`src/rtl/bwbyp_pkg.sv`:
```
package bwbyp_pkg;

  localparam int CNT_W   = 16;
  localparam int DELTA_W = 8;
  localparam int RNG_W   = 16;

  typedef enum logic [1:0] {
    SET_FOLLOW   = 2'd0,
    SET_LEAD_INS = 2'd1,
    SET_LEAD_BYP = 2'd2
  } set_class_e;

  function automatic set_class_e classify_set(input logic [31:0] idx, input int unsigned sel_w);
    logic [31:0] mask;
    mask = (32'd1 << sel_w) - 32'd1;
    if ((idx & mask) == 32'd0)  return SET_LEAD_INS;
    if ((idx & mask) == mask)   return SET_LEAD_BYP;
    return SET_FOLLOW;
  endfunction

  function automatic logic [RNG_W-1:0] rng_step(input logic [RNG_W-1:0] s);
    logic fb;
    fb = s[15] ^ s[13] ^ s[12] ^ s[10];
    return {s[RNG_W-2:0], fb};
  endfunction

  function automatic logic [CNT_W-1:0] cnt_next(input logic [CNT_W-1:0] v,
                                                input logic inc, input logic halve);
    logic [CNT_W-1:0] base;
    base = halve ? (v >> 1) : v;
    if (inc && (base != {CNT_W{1'b1}})) return base + 1'b1;
    return base;
  endfunction

  function automatic logic loss_within(input logic [CNT_W-1:0] hi, input logic [CNT_W-1:0] ai,
                                       input logic [CNT_W-1:0] hb, input logic [CNT_W-1:0] ab,
                                       input logic [DELTA_W-1:0] delta);
    logic [2*CNT_W-1:0]            p_ia;
    logic [2*CNT_W-1:0]            p_bi;
    logic [2*CNT_W+DELTA_W-1:0]    p_d;
    logic signed [2*CNT_W+DELTA_W+1:0] lhs;
    logic signed [2*CNT_W+DELTA_W+1:0] rhs;
    p_ia = (2*CNT_W)'(hi) * (2*CNT_W)'(ab);
    p_bi = (2*CNT_W)'(hb) * (2*CNT_W)'(ai);
    p_d  = (2*CNT_W+DELTA_W)'(delta) * (2*CNT_W+DELTA_W)'(ai) * (2*CNT_W+DELTA_W)'(ab);
    lhs  = (signed'({{(DELTA_W+2){1'b0}}, p_ia}) - signed'({{(DELTA_W+2){1'b0}}, p_bi}))
           <<< DELTA_W;
    rhs  = signed'({2'b00, p_d});
    return lhs < rhs;
  endfunction

endpackage

```
`src/rtl/bwbyp_rng.sv`:
```
module bwbyp_rng
  import bwbyp_pkg::*;
#(
  parameter logic [RNG_W-1:0] SEED = 16'hACE1
) (
  input  logic             clk,
  input  logic             rst_n,
  input  logic             step,
  output logic [RNG_W-1:0] state
);
  always_ff @(posedge clk) begin
    if (!rst_n)    state <= SEED;
    else if (step) state <= rng_step(state);
  end
endmodule

```
`src/rtl/bwbyp_stats.sv`:
```
module bwbyp_stats
  import bwbyp_pkg::*;
#(
  parameter int EPOCH_ACC = 256
) (
  input  logic               clk,
  input  logic               rst_n,
  input  logic               acc_valid,
  input  set_class_e         acc_cls,
  input  logic               acc_hit,
  input  logic [DELTA_W-1:0] delta,
  output logic               epoch_end,
  output logic               byp_mode
);
  localparam int EP_W = (EPOCH_ACC > 1) ? $clog2(EPOCH_ACC) : 1;
  localparam logic [EP_W-1:0] EP_LAST = EP_W'(EPOCH_ACC - 1);

  logic [CNT_W-1:0] hits_ins, accs_ins, hits_byp, accs_byp;
  logic [EP_W-1:0]  ep_cnt;

  logic inc_acc_ins, inc_hit_ins, inc_acc_byp, inc_hit_byp;
  assign inc_acc_ins = acc_valid && (acc_cls == SET_LEAD_INS);
  assign inc_acc_byp = acc_valid && (acc_cls == SET_LEAD_BYP);
  assign inc_hit_ins = inc_acc_ins && acc_hit;
  assign inc_hit_byp = inc_acc_byp && acc_hit;
  assign epoch_end   = acc_valid && (ep_cnt == EP_LAST);

  always_ff @(posedge clk) begin
    if (!rst_n) begin
      hits_ins <= '0;
      accs_ins <= '0;
      hits_byp <= '0;
      accs_byp <= '0;
      ep_cnt   <= '0;
      byp_mode <= 1'b0;
    end else begin
      hits_ins <= cnt_next(hits_ins, inc_hit_ins, epoch_end);
      accs_ins <= cnt_next(accs_ins, inc_acc_ins, epoch_end);
      hits_byp <= cnt_next(hits_byp, inc_hit_byp, epoch_end);
      accs_byp <= cnt_next(accs_byp, inc_acc_byp, epoch_end);
      if (epoch_end) begin
        ep_cnt   <= '0;
        byp_mode <= loss_within(hits_ins, accs_ins, hits_byp, accs_byp, delta);
      end else if (acc_valid) begin
        ep_cnt <= ep_cnt + 1'b1;
      end
    end
  end
endmodule

```
`src/rtl/bwbyp_decide.sv`:
```
module bwbyp_decide
  import bwbyp_pkg::*;
#(
  parameter int RND_W   = 8,
  parameter int BYP_PCT = 90
) (
  input  logic             clk,
  input  logic             rst_n,
  input  logic             req_valid,
  input  set_class_e       req_cls,
  input  logic             byp_mode,
  input  logic [RNG_W-1:0] rnd,
  output logic             draw_byp,
  output logic             dec_valid,
  output logic             dec_insert
);
  localparam int BYP_THR = (BYP_PCT * (1 << RND_W)) / 100;
  localparam logic [RND_W:0] THR = (RND_W+1)'(BYP_THR);

  logic insert_now;
  assign draw_byp = {1'b0, rnd[RND_W-1:0]} < THR;

  always_comb begin
    case (req_cls)
      SET_LEAD_INS: insert_now = 1'b1;
      SET_LEAD_BYP: insert_now = !draw_byp;
      default:      insert_now = byp_mode ? !draw_byp : 1'b1;
    endcase
  end

  always_ff @(posedge clk) begin
    if (!rst_n) begin
      dec_valid  <= 1'b0;
      dec_insert <= 1'b1;
    end else begin
      dec_valid <= req_valid;
      if (req_valid) dec_insert <= insert_now;
    end
  end
endmodule

```
`src/rtl/bwbyp_ctrl.sv`:
```
module bwbyp_ctrl
  import bwbyp_pkg::*;
#(
  parameter int SET_W     = 16,
  parameter int SEL_W     = 11,
  parameter int EPOCH_ACC = 256,
  parameter int RND_W     = 8,
  parameter int BYP_PCT   = 90
) (
  input  logic               clk,
  input  logic               rst_n,
  input  logic               fill_valid,
  input  logic [SET_W-1:0]   fill_set,
  input  logic               acc_valid,
  input  logic [SET_W-1:0]   acc_set,
  input  logic               acc_hit,
  input  logic [DELTA_W-1:0] delta_q8,
  output logic               dec_valid,
  output logic               dec_insert
);
  set_class_e       fill_cls, acc_cls;
  logic [RNG_W-1:0] lfsr_q;
  logic             byp_mode, epoch_end, draw_byp;

  assign fill_cls = classify_set(32'(fill_set), SEL_W);
  assign acc_cls  = classify_set(32'(acc_set), SEL_W);

  bwbyp_rng u_rng (
    .clk(clk), .rst_n(rst_n), .step(fill_valid), .state(lfsr_q)
  );

  bwbyp_stats #(.EPOCH_ACC(EPOCH_ACC)) u_stats (
    .clk(clk), .rst_n(rst_n), .acc_valid(acc_valid), .acc_cls(acc_cls),
    .acc_hit(acc_hit), .delta(delta_q8), .epoch_end(epoch_end), .byp_mode(byp_mode)
  );

  bwbyp_decide #(.RND_W(RND_W), .BYP_PCT(BYP_PCT)) u_dec (
    .clk(clk), .rst_n(rst_n), .req_valid(fill_valid), .req_cls(fill_cls),
    .byp_mode(byp_mode), .rnd(lfsr_q), .draw_byp(draw_byp),
    .dec_valid(dec_valid), .dec_insert(dec_insert)
  );
endmodule

```
`config.mk`:
```
export PLATFORM = sky130hd
export DESIGN_NAME = bwbyp_ctrl
export DESIGN_NICKNAME = d
export VERILOG_FILES = /design/src/rtl/bwbyp_pkg.sv /design/src/rtl/bwbyp_rng.sv /design/src/rtl/bwbyp_stats.sv /design/src/rtl/bwbyp_decide.sv /design/src/rtl/bwbyp_ctrl.sv
export SDC_FILE = /design/constraint.sdc
export NUM_CORES = 2
export LEC_CHECK = 0
export ABC_AREA = 1
export BUFFER_PORTS_ARGS = -buffer_cell sky130_fd_sc_hd__buf_2
export CAP_MARGIN = 20
export CELL_PAD_IN_SITES_DETAIL_PLACEMENT = 0
export CELL_PAD_IN_SITES_GLOBAL_PLACEMENT = 1
export CORE_MARGIN = 2
export CORE_UTILIZATION = 31
export CTS_BUF_LIST = sky130_fd_sc_hd__clkbuf_4 sky130_fd_sc_hd__clkbuf_8
export CTS_CLUSTER_DIAMETER = 30
export CTS_CLUSTER_SIZE = 30
export DETAILED_ROUTE_END_ITERATION = 6
export PLACE_DENSITY_LB_ADDON = 0.05
export SLEW_MARGIN = 15
export SYNTH_ARGS = -nofsm -noshare
export SYNTH_HDL_FRONTEND = slang
export SYNTH_SLANG_ARGS = --single-unit
```
`constraint.sdc`:
```
create_clock -name clk -period 9.6 [get_ports clk]
set_input_delay 0 -clock clk [delete_from_list [all_inputs] [get_ports clk]]
set_output_delay 0 -clock clk [all_outputs]
set_load 0.1 [all_outputs]
```
==> impl_results.md <==
* Mapped Area at 41100 um2
* Slowest CP cell: fa_1
* Total GRT Usage at 21.7%
* Final Net Count at 6990
* Most common cell after layout, fill and taps aside: inv_1
* Max Clock Skew at 0.0353 ns
* Routed WL at 144000 um
* Xor/xnor share of the synthesized area at 2.64%
* Synth Area per Inst at 7.48 um2
* Die Span Y at 368 um
* Initial antenna violation count at 5
* Clk pwr share at 43.3%
* Slew Viols, Final at 0
* Switching power at 0.256 mW
* WS Path Type: reg -> reg
* Post-synthesis mux area share at 0%
* Total gr overflow at 0
* Root Driver: clkbuf_8
* First-pass GRT wire length at 221000 um
* Core box area at 132000 um2
* Critical Path AT at 10.54 ns
* Max_slew headroom at 30.8%
* Seq pwr share at 48.9%
* IO buf count at 36
* Max_cap viols at 0
* Pre-Repair DR Iteration Count at 5
* Tcrit/Tclk final at 105%
* EDFF count, synth at 0
* Sink Count at 91
* Post-synthesis simple-gate area fraction at 17.7%
* Non-Filler Instances at 7474
* Fin util at 35.3%
* Seq/Total Area, Yosys at 4.43%
* Worst-path fanout max at 7
* Setup ws final at -0.513 ns
* Worst Max-Slew Pin Slew at 1.04 ns
* Endpoints failing setup at 1
* P_leak at 26.2 nW
* Hpwl dp at 124000 um
* Vias in the first global route at 35800
* Final Hold Fails at 0
* Internal power at 0.535 mW
* Initial Utilization at 31.2%
* Most used cell, CP: fa_1
* Adder-cell share of the synthesized area at 52.9%
* Startpoint Class: flop
* Synth Warn # at 0
* Die Area at 136000 um2
* Hold_ws at 0.0910 ns
* CTS max path bufs at 2
* Maximum number of pins on one net before global-route repair at 65
* Vias per inst at 4.48
* Hold Path Class: in -> reg
* Max Clk Rate at 0.0989 GHz
* Register bit total from synthesis at 91
* Pwr dens at 17.0 nW/um2
* Combinational share of power at 7.8%
* Unrepaired setup endpoints after global routing: true
* Num CTS Buffers at 9
* Status: finished with violations
* Layout cell share with drive strength beyond 1 at 11.0%
* Wire per inst at 19.3 um
* Min Tclk post-route at 10.11 ns
* Max H-tree Level at 3
* Peak VDD IR at 0.0000768 V
* Largest family of logic cells by synthesized area: adder cells
* Worst-path clk slew at 0.12 ns
* WHS Path Cells at 2
* # fillers at 14400
* Post-route ant nets at 0
* Top FF cell, synth: dfxtp_1
* Synth Area in Compound Gates at 5.26%
* Synth Net Count at 6775
* Most frequent cells in the layout: 1579 x inv_1, 1279 x nand2_1, 841 x fa_1, 407 x buf_4, 379 x ha_1
* Setup_tns at -0.513 ns
* # rows at 133
* Setup slack at placement at -0.840 ns
* Switching Fraction at 32.4%
* Largest stage delay on the critical path at 0.55 ns
* Area grow syn2layout at 13.0%
* Gp weighted congestion at 0.886
* Top Ports at 47
* Worst setup EP type: flop
* CTS tree: built
* Starting DRT DRC Count at 1555
* Remaining DRCs at 0
* Worst Reg2Reg Path Length in Cells at 50
* Routed vias at 33500
* Required @ worst endpoint at 10.03 ns
* Synth async-reset ratio at 0%
* Die X at 368 um
* Post-synthesis cell count at 5495
* Worst skew pair latency at 0.52 ns
* Placed cell count at 7442
* Distinct cells, synth at 49
* Violations in the final reports: negative setup slack
## logic make-up after synthesis
| kind of cell | Yosys count |
|---|---|
| AO/OA/AOI/OAI | 384 |
| XOR/XNOR | 124 |
| adder cells (fa/ha/maj) | 1235 |
| buffers and inverters | 1841 |
| flip-flops | 91 |
| AND/OR/NAND/NOR | 1820 |
## timing repair
item                       in CTS  in global routing
setup buffers                   3                  5
cloned                          1                  0
pin swaps                      13                  5
gates resized for setup        54                 28
hold endpoints to repair       18                  0
setup endpoints to repair       1                  1
hold buffers                    3                  0
## metal layers
metal / wire length [um] / vias up / global-route usage (%)
li1: - / 16200 / -
met1: 62900 / 16800 / 27.5
met2: 75600 / 361 / 40.3
met3: 2150 / 82 / 0.982
met4: 3340 / 0 / 5.34
met5: 0 / - / 0
## path summary, 6_finish.rpt
| path | start | slack [ns] | end |
|---|---|---|---|
| max reg2reg | u_stats.accs_ins[4] | -0.51 | u_stats.byp_mode |
| min | rst_n | 0.09 | u_rng.state[11] |
| min reg2reg | u_rng.state[9] | 0.47 | u_rng.state[10] |
| max | u_stats.accs_ins[4] | -0.51 | u_stats.byp_mode |
## per-stage QoR
stage | cell area [um2] | total power [mW]
2_1_floorplan | 41400 | 0.425
3_3_place_gp | 45800 | 0.458
3_5_place_dp | 45800 | 0.458
4_1_cts | 46300 | 0.812
5_1_grt | 46500 | 0.823
6_report | 46500 | 0.791
## registers in the layout (all words and copies together), names as in the netlist
register / flops
u_stats.accs_ins: 16
u_stats.byp_mode: 1
u_dec.dec_valid: 1
u_stats.ep_cnt: 8
u_dec.dec_insert: 1
u_stats.hits_ins: 16
u_rng.state: 16
u_stats.hits_byp: 16
u_stats.accs_byp: 16
## worst max-delay path, delay by kind of cell, from the launching register on
kind                     cells  cell delay [ns]
AO/OA/AOI/OAI               12             1.84
XOR/XNOR                     1             0.20
adder cells (fa/ha/maj)     13             5.73
buffers and inverters       11             0.93
flip-flops                   1             0.34
AND/OR/NAND/NOR             13             0.99
## synthesized netlist by cell type (46+ instances only)
| master | number | area share (%) |
|---|---|---|
| a21oi_1 | 172 | 2.1 |
| clkbuf_1 | 203 | 1.9 |
| dfxtp_1 | 91 | 4.4 |
| fa_1 | 842 | 41 |
| ha_1 | 393 | 12 |
| inv_1 | 1583 | 14 |
| nand2_1 | 1288 | 12 |
| nand3_1 | 116 | 1.4 |
| nor2_1 | 304 | 2.8 |
| o21ai_0 | 95 | 1.2 |
| xnor2_1 | 46 | 0.98 |
| xor2_1 | 78 | 1.7 |
## power groups by stage
stage / sequential [mW] / combinational, mW / clock [mW]
after floorplan: 0.399 / 0.0261 / 0
after global placement: 0.396 / 0.0618 / 0
after detailed placement: 0.396 / 0.0617 / 0
after CTS: 0.387 / 0.0629 / 0.362
after global routing: 0.388 / 0.0680 / 0.367
final: 0.387 / 0.0619 / 0.342
## cell type report
cell class	count	area, um2	area share (%)
Inverter	1590	5980	12.9
Tap cell	1755	2200	4.73
Clock buffer	10	138	0.296
Timing Repair Buffer	455	3430	7.38
Clock inverter	6	68.8	0.148
Multi-Input combinational cell	3563	32800	70.6
Sequential cell	91	1840	3.97
Antenna cell	4	10.0	0.0215
Note: power is estimated with default switching activity, not from simulation.
